==> config.mk <==
export PLATFORM = sky130hd
export DESIGN_NAME = cart_bank_mapper
export DESIGN_NICKNAME = d
export VERILOG_FILES = /design/src/rtl/cbm_pkg.sv /design/src/rtl/cbm_hotspot_ctrl.sv /design/src/rtl/cbm_bank_path.sv /design/src/rtl/cart_bank_mapper.sv
export SDC_FILE = /design/constraint.sdc
export NUM_CORES = 1
export LEC_CHECK = 0
export ABC_AREA = 1
export BUFFER_PORTS_ARGS = -buffer_cell sky130_fd_sc_hd__buf_2
export CAP_MARGIN = 10
export CORE_AREA = 2 2 39 41
export CTS_CLUSTER_DIAMETER = 60
export DETAILED_ROUTE_END_ITERATION = 10
export DIE_AREA = 0 0 41 43
export GPL_ROUTABILITY_DRIVEN = 0
export PLACE_DENSITY = 0.6
export SETUP_SLACK_MARGIN = 0.5
export SYNTH_ARGS = -nofsm -noshare
export SYNTH_HDL_FRONTEND = slang
export SYNTH_SLANG_ARGS = --single-unit
==> constraint.sdc <==
create_clock -name clk -period 0.8 [get_ports clk]
set_input_delay 0 -clock clk [delete_from_list [all_inputs] [get_ports clk]]
set_output_delay 0 -clock clk [all_outputs]
set_load 0.01 [all_outputs]
==> src/rtl/cbm_pkg.sv <==
package cbm_pkg;
  localparam int NUM_BANKS = 6;
  localparam int BANK_W = $clog2(NUM_BANKS);

  typedef struct packed {
    logic               loadBank;
    logic [BANK_W-1:0]  newBank;
  } bank_cmd_t;
endpackage

==> src/rtl/cbm_hotspot_ctrl.sv <==
module cbm_hotspot_ctrl
  import cbm_pkg::*;
#(
  parameter int ADDR_W    = 13,
  parameter int HOT_BASE  = 'hFF6,
  parameter bit HOT_ON_RD = 1'b1,
  parameter bit HOT_ON_WR = 1'b1
) (
  input  logic [ADDR_W-1:0] hostAddr,
  input  logic              hostWrite,
  input  logic              cycleValid,
  output bank_cmd_t         cmd
);
  localparam int OFFS_W = ADDR_W - 1;

  logic [OFFS_W-1:0]    offset;
  logic [NUM_BANKS-1:0] hit;
  logic                 armed;
  logic [BANK_W-1:0]    hitIdx;

  assign offset = hostAddr[OFFS_W-1:0];

  for (genvar g = 0; g < NUM_BANKS; g++) begin : g_hot
    assign hit[g] = (offset == OFFS_W'(HOT_BASE + g));
  end

  // Pick which access kinds may trigger a switch
  if (HOT_ON_RD && HOT_ON_WR) begin : g_both
    assign armed = 1'b1 | hostWrite;
  end else if (HOT_ON_WR) begin : g_wr
    assign armed = hostWrite;
  end else if (HOT_ON_RD) begin : g_rd
    assign armed = ~hostWrite;
  end else begin : g_none
    assign armed = 1'b0 & hostWrite;
  end

  always_comb begin
    hitIdx = '0;
    for (int i = 0; i < NUM_BANKS; i++) begin
      if (hit[i]) hitIdx = BANK_W'(i);
    end
  end

  assign cmd.loadBank = cycleValid & hostAddr[ADDR_W-1] & armed & (|hit);
  assign cmd.newBank  = hitIdx;
endmodule

==> src/rtl/cbm_bank_path.sv <==
module cbm_bank_path
  import cbm_pkg::*;
#(
  parameter int ADDR_W     = 13,
  parameter int RESET_BANK = 5
) (
  input  logic                     clk,
  input  logic                     rstN,
  input  logic [ADDR_W-1:0]        hostAddr,
  input  logic                     cycleValid,
  input  bank_cmd_t                cmd,
  output logic [ADDR_W-2+BANK_W:0] imageAddr,
  output logic                     imageValid,
  output logic [BANK_W-1:0]        curBank
);
  localparam int OFFS_W = ADDR_W - 1;

  logic [BANK_W-1:0] bankReg;

  always_ff @(posedge clk) begin
    if (!rstN) begin
      bankReg <= BANK_W'(RESET_BANK);
    end else if (cmd.loadBank) begin
      bankReg <= cmd.newBank;
    end
  end

  // bank x 2^OFFS_W + offset is a plain concatenation
  assign imageAddr  = {bankReg, hostAddr[OFFS_W-1:0]};
  assign imageValid = cycleValid & hostAddr[ADDR_W-1];
  assign curBank    = bankReg;
endmodule

==> src/rtl/cart_bank_mapper.sv <==
module cart_bank_mapper
  import cbm_pkg::*;
#(
  parameter int ADDR_W     = 13,
  parameter int HOT_BASE   = 'hFF6,
  parameter int RESET_BANK = 5,
  parameter bit HOT_ON_RD  = 1'b1,
  parameter bit HOT_ON_WR  = 1'b1
) (
  input  logic        clk,
  input  logic        rstN,
  input  logic [12:0] hostAddr,
  input  logic        hostWrite,
  input  logic        cycleValid,
  output logic [14:0] imageAddr,
  output logic        imageValid,
  output logic [2:0]  curBank
);
  bank_cmd_t cmd;

  cbm_hotspot_ctrl #(
    .ADDR_W(ADDR_W), .HOT_BASE(HOT_BASE),
    .HOT_ON_RD(HOT_ON_RD), .HOT_ON_WR(HOT_ON_WR)
  ) u_ctrl (
    .hostAddr(hostAddr), .hostWrite(hostWrite),
    .cycleValid(cycleValid), .cmd(cmd)
  );

  cbm_bank_path #(
    .ADDR_W(ADDR_W), .RESET_BANK(RESET_BANK)
  ) u_path (
    .clk(clk), .rstN(rstN), .hostAddr(hostAddr),
    .cycleValid(cycleValid), .cmd(cmd),
    .imageAddr(imageAddr), .imageValid(imageValid), .curBank(curBank)
  );
endmodule

==> flow_metrics.py, run 1 <==
metrics = {
    "setup_path": {
        "cp_slowest_stage_delay_ns": 0.35,
        "cp-startpoint": "u_path.curBank[1]",
        "path_cells": "buf_6",
        "timing.rr.start": "u_path.curBank[1]",
        "cp_num_cells": 1,
        "critPathLaunchType": "flop",
        "crit_required_ns": 0.80,
        "crit_path_end": "imageAddr[13]",
        "critPathMaxFanout": 3,
        "timing.rr.end": "u_path.curBank[1]",
        "arrival_ns": 0.68,
        "r2r_cells": 2,
        "cp_slowest_cell": "dfxtp_2",
        "r2r_setup_slack_ns": 0.23,
        "end_kind": "primary output",
        "critPathTopFamily": "flip-flops",
        "crit_buf_inv": 1,
        "setup.worst_path.class": "reg -> out",
    },
    "clock_tree": {
        "cts_buffers": 3,
        "clock_sinks": 3,
        "cts_setup_buffers": 0,
        "insertion_delay_ns": 0.23,
        "clk_pin_slew_ns": 0.04,
        "clk_path_buf_depth": 2,
        "cts_root_buf": "clkbuf_4",
        "tritoncts": "built",
        "htree_levels": 1,
    },
    "grt": {
        "grt_max_degree": 5,
        "grt_pass1_vias": 297,
        "grt-ovfl-total": 0,
        "grt_pass1_wl_um": 1080,
        "antenna_found_initial": 0,
        "grtUsageTotal_pct": 9.42,
    },
    "timing": {
        "fin_skew_ns": 0,
        "rsz0062_at_grt": "true",
        "worst_pin_slew_ns": 0.169,
        "fmax_mhz": 1460,
        "drv_slew": 0,
        "period_minus_slack_ns": 0.685,
        "fin_setup_tns_ns": 0,
        "finalHoldViolCount": 2,
        "hold_slack_ns": -0.0123,
        "setup_viol": 0,
        "timing.final.crit_share_pct": 85.6,
        "max-slew-margin-rel_pct": 88.7,
    },
    "drt": {
        "ant_nets": 0,
        "drt_iter0_markers": 1,
        "viasPerCell": 3.99,
        "routed_wl_um": 655,
        "drc": 0,
        "vias": 371,
        "post_drt_wl_per_cell_um": 7.04,
        "drt_pass1_iterations": 2,
    },
    "logic_synthesis": {
        "synth_cell_types": 9,
        "synth_cells": 52,
        "avgSynthCellArea_um2": 6.09,
        "synthesis.area_um2": 317,
        "yosysTopAreaCellShare_pct": 35.6,
        "synth.area.top_cells": "buf_4 (36%), dfxtp_1 (19%), nand2_1 (17%)",
        "synth_area_leader_cell": "buf_4",
        "synth-seq-cells": 3,
        "syn_nets": 69,
        "yosysWarnings": 0,
        "seq_area_frac_synth_pct": 19.0,
    },
    "worst_hold_path": {
        "hold_path_class": "in -> reg",
        "worstHoldStart": "rstN",
    },
    "layout": {
        "largest_reg_flops": 3,
        "drive_gt1_share_pct": 68.8,
        "n_antenna_cell": 0,
        "multi_input_area_um2": 163,
        "regArea_um2": 63.8,
        "post-route-util_pct": 39.2,
        "nNetsFinal": 95,
        "fill_cells": 144,
        "stdcell_area_um2": 543,
        "area_delta_synth_final_pct": 71.5,
    },
    "power_and_ir_drop": {
        "powerDensity_nw_per_um2": 1070,
        "peakVddDrop_v": 0.000338,
        "leakagePower_nw": 0.295,
    },
    "die": {
        "die_w_um": 41,
        "dieHeight_um": 43,
        "fp-row-count": 14,
        "die-area_um2": 1760,
        "ioPinCount": 36,
        "coreArea_um2": 1380,
        "initial_utilization_pct": 22.9,
    },
    "job": {
        "cap_viol_max_count": 0,
    },
    "placed_design": {
        "dpl_cell_area_um2": 455,
        "io_buffers": 34,
        "dpl.hpwl_um": 600,
    },
    "outcome": {
        "violations": "hold timing",
        "outcome": "complete, but fails checks",
    },
}
## cells in the mapped netlist
| library cell | number |
|---|---|
| nor2_1 | 5 |
| dfxtp_1 | 3 |
| nand3_1 | 6 |
| a21oi_1 | 1 |
| nand2_1 | 14 |
| nand4_1 | 1 |
| inv_1 | 6 |
| buf_4 | 15 |
| a21oi_2 | 1 |
## cell families after synthesis
family                 count (synthesis)  synth area share [%]
buffers and inverters                 21                  42.7
AO/OA/AOI/OAI                          2                  4.35
flip-flops                             3                  19.0
AND/OR/NAND/NOR                       26                  34.0
## repair_timing
item                                   in CTS  in global routing
setup endpoints to repair                  11                 11
gates resized for setup                     8                  6
endpoints found under the hold margin       2                  2
pin swaps                                   6                  1
## report_power, final
group	total (W)	switching, W	leakage (nW)	internal (W)
logic	0.000172	0.0000874	0.256	0.0000851
clock network	0.000260	0.0000730	0.0150	0.000187
registers	0.000150	0.0000000756	0.0237	0.000150
total	0.000583	0.000160	0.295	0.000422
## worst min path at each step
stage / endpoint / slack, ns / depth (start not counted)
floorplan: u_path.curBank[0] / 0.07 / 1
global placement: imageAddr[6] / 0.20 / 2
detailed placement: imageAddr[7] / 0.20 / 2
CTS: u_path.curBank[0] / -0.02 / 2
global route: u_path.curBank[2] / -0.01 / 2
finish: u_path.curBank[0] / -0.01 / 2
## per-layer routing
layer  up-vias  track usage (%)  share of wire [%]
li1        197                -                  -
met2        16             13.8                 50
met1       156             10.2                 39
met5         -                0                  0
met4         0             6.00                1.7
met3         2             4.71                9.3
## final cells by class
cell class                      count  share of cell area (%)
Clock buffer                        4                    4.84
Tap cell                           16                    3.69
Inverter                            6                    6.45
Multi-Input combinational cell     28                    30.0
Timing Repair Buffer               36                    43.3
Sequential cell                     3                    11.8
## metrics by stage
| step | cells | total power, W | setup slack (ns) |
|---|---|---|---|
| final | 93 | 0.000583 | 0.115 |
| after global routing | 93 | 0.000635 | 0.0810 |
| after CTS | 93 | 0.000597 | 0.101 |
| after detailed placement | 89 | 0.000309 | -0.00668 |
| after global placement | 89 | 0.000307 | -0.00177 |
| after floorplan | 52 | 0.000256 | 0.226 |
## layout by cell type (no fill, tap or decap), drive strengths merged
cell and n:
a21oi 2, nand4 1, buf 36, nand2 14
inv 6, dfxtp 3, clkbuf 4, nand3 6
nor2 5
Note: power is estimated with default switching activity, not from simulation.
==> run 2: changes to the inputs <==
Settings changed: RECOVER_POWER set to 50.
==> flow_metrics.py, run 2 (same netlist as run 1, synthesis figures left out) <==
metrics = {
    "outcome": {
        "outcome": "complete, but fails checks",
        "violations": "hold timing",
    },
    "timing": {
        "rsz0062_at_grt": "true",
        "period_minus_slack_ns": 0.685,
        "fin_skew_ns": 0,
        "timing.final.crit_share_pct": 85.6,
        "worst_pin_slew_ns": 0.169,
        "drv_slew": 0,
        "finalHoldViolCount": 2,
        "setup_viol": 0,
        "hold_slack_ns": -0.0123,
        "fin_setup_tns_ns": 0,
        "max-slew-margin-rel_pct": 88.7,
        "fmax_mhz": 1460,
    },
    "setup_path": {
        "critPathMaxFanout": 3,
        "cp_slowest_cell": "dfxtp_2",
        "crit_required_ns": 0.80,
        "setup.worst_path.class": "reg -> out",
        "path_cells": "buf_6",
        "timing.rr.start": "u_path.curBank[1]",
        "cp-startpoint": "u_path.curBank[1]",
        "critPathLaunchType": "flop",
        "crit_buf_inv": 1,
        "end_kind": "primary output",
        "critPathTopFamily": "flip-flops",
        "cp_slowest_stage_delay_ns": 0.35,
        "arrival_ns": 0.68,
    },
    "power_and_ir_drop": {
        "leakagePower_nw": 0.265,
        "peakVddDrop_v": 0.000338,
        "powerDensity_nw_per_um2": 1090,
    },
    "drt": {
        "drc": 0,
        "routed_wl_um": 660,
        "drt_pass1_iterations": 2,
        "ant_nets": 0,
        "vias": 370,
        "post_drt_wl_per_cell_um": 7.10,
        "viasPerCell": 3.98,
        "drt_iter0_markers": 1,
    },
    "placed_design": {
        "io_buffers": 34,
        "dpl.hpwl_um": 600,
    },
    "grt": {
        "grt_pass1_vias": 297,
        "antenna_found_initial": 0,
        "grt_pass1_wl_um": 1080,
        "grt-ovfl-total": 0,
        "grt_max_degree": 5,
        "grtUsageTotal_pct": 9.42,
    },
    "layout": {
        "n_antenna_cell": 0,
        "layout_common_cells": "buf_2 (15), clkbuf_1 (12), nand2_1 (10), buf_6 (8), nand3_1 (5)",
        "post-route-util_pct": 38.2,
        "area_delta_synth_final_pct": 67.2,
        "final_common_cell": "buf_2",
        "drive_gt1_share_pct": 54.5,
        "fill_cells": 153,
        "largest_reg_flops": 3,
        "nNetsFinal": 95,
    },
    "clock_tree": {
        "cts_root_buf": "clkbuf_4",
        "insertion_delay_ns": 0.23,
        "clk_path_buf_depth": 2,
        "tritoncts": "built",
        "cts_setup_buffers": 0,
        "cts_buffers": 3,
        "clock_sinks": 3,
        "htree_levels": 1,
        "clk_pin_slew_ns": 0.04,
    },
    "die": {
        "fp-row-count": 14,
        "die_w_um": 41,
        "die-area_um2": 1760,
        "ioPinCount": 36,
        "coreArea_um2": 1380,
        "initial_utilization_pct": 22.9,
        "dieHeight_um": 43,
    },
    "worst_hold_path": {
        "hold_path_class": "in -> reg",
        "worstHoldStart": "rstN",
    },
    "job": {
        "cap_viol_max_count": 0,
    },
}
==> run 2: report_power, final <==
part	internal, W	leakage (nW)	switching (W)
registers	0.000150	0.0237	0.0000000756
clock network	0.000187	0.0150	0.0000730
logic	0.0000774	0.226	0.0000884
total	0.000414	0.265	0.000162
==> run 2: repair_timing <==
action	4_1_cts	5_1_grt
setup endpoints to repair	11	11
pin swaps	6	1
gates resized for setup	8	6
cloned	0	0
hold endpoints to repair	2	2
==> run 2: area by class of cell <==
class / count / area (µm²) / area share [%]
clock buffer: 4 / 26.3 / 4.96
inverter: 6 / 35.0 / 6.62
multi-input combinational: 28 / 163 / 30.7
sequential: 3 / 63.8 / 12.1
tap: 16 / 20.0 / 3.78
timing repair buffer: 36 / 221 / 41.8
==> run 2: per-layer routing <==
metal  global-route usage [%]  wire, µm  vias to the layer above
met5                        0         0                        -
met4                     6.00        11                        0
met3                     4.71        58                        2
met2                     13.8       327                       16
met1                     10.2       262                      155
li1                         -         -                      197
==> run 2: path summary, 6_finish.rpt <==
kind,end,slack [ns],cells after the start
setup / recovery,imageAddr[13],0.12,1
setup reg to reg,u_path.curBank[1],0.23,2
hold / removal,u_path.curBank[0],-0.01,2
hold reg to reg,u_path.curBank[2],0.45,2
==> run 2: per-stage QoR <==
step	hold WS [ns]	setup slack, ns	power (W)	instance area [µm²]	std cells
6_report	-0.0123	0.115	0.000576	529	93
5_1_grt	-0.0101	0.0810	0.000628	529	93
4_1_cts	-0.0198	0.101	0.000597	512	93
3_5_place_dp	0.201	-0.00668	0.000309	455	89
3_3_place_gp	0.199	-0.00177	0.000307	455	89
2_1_floorplan	0.0718	0.226	0.000256	367	52
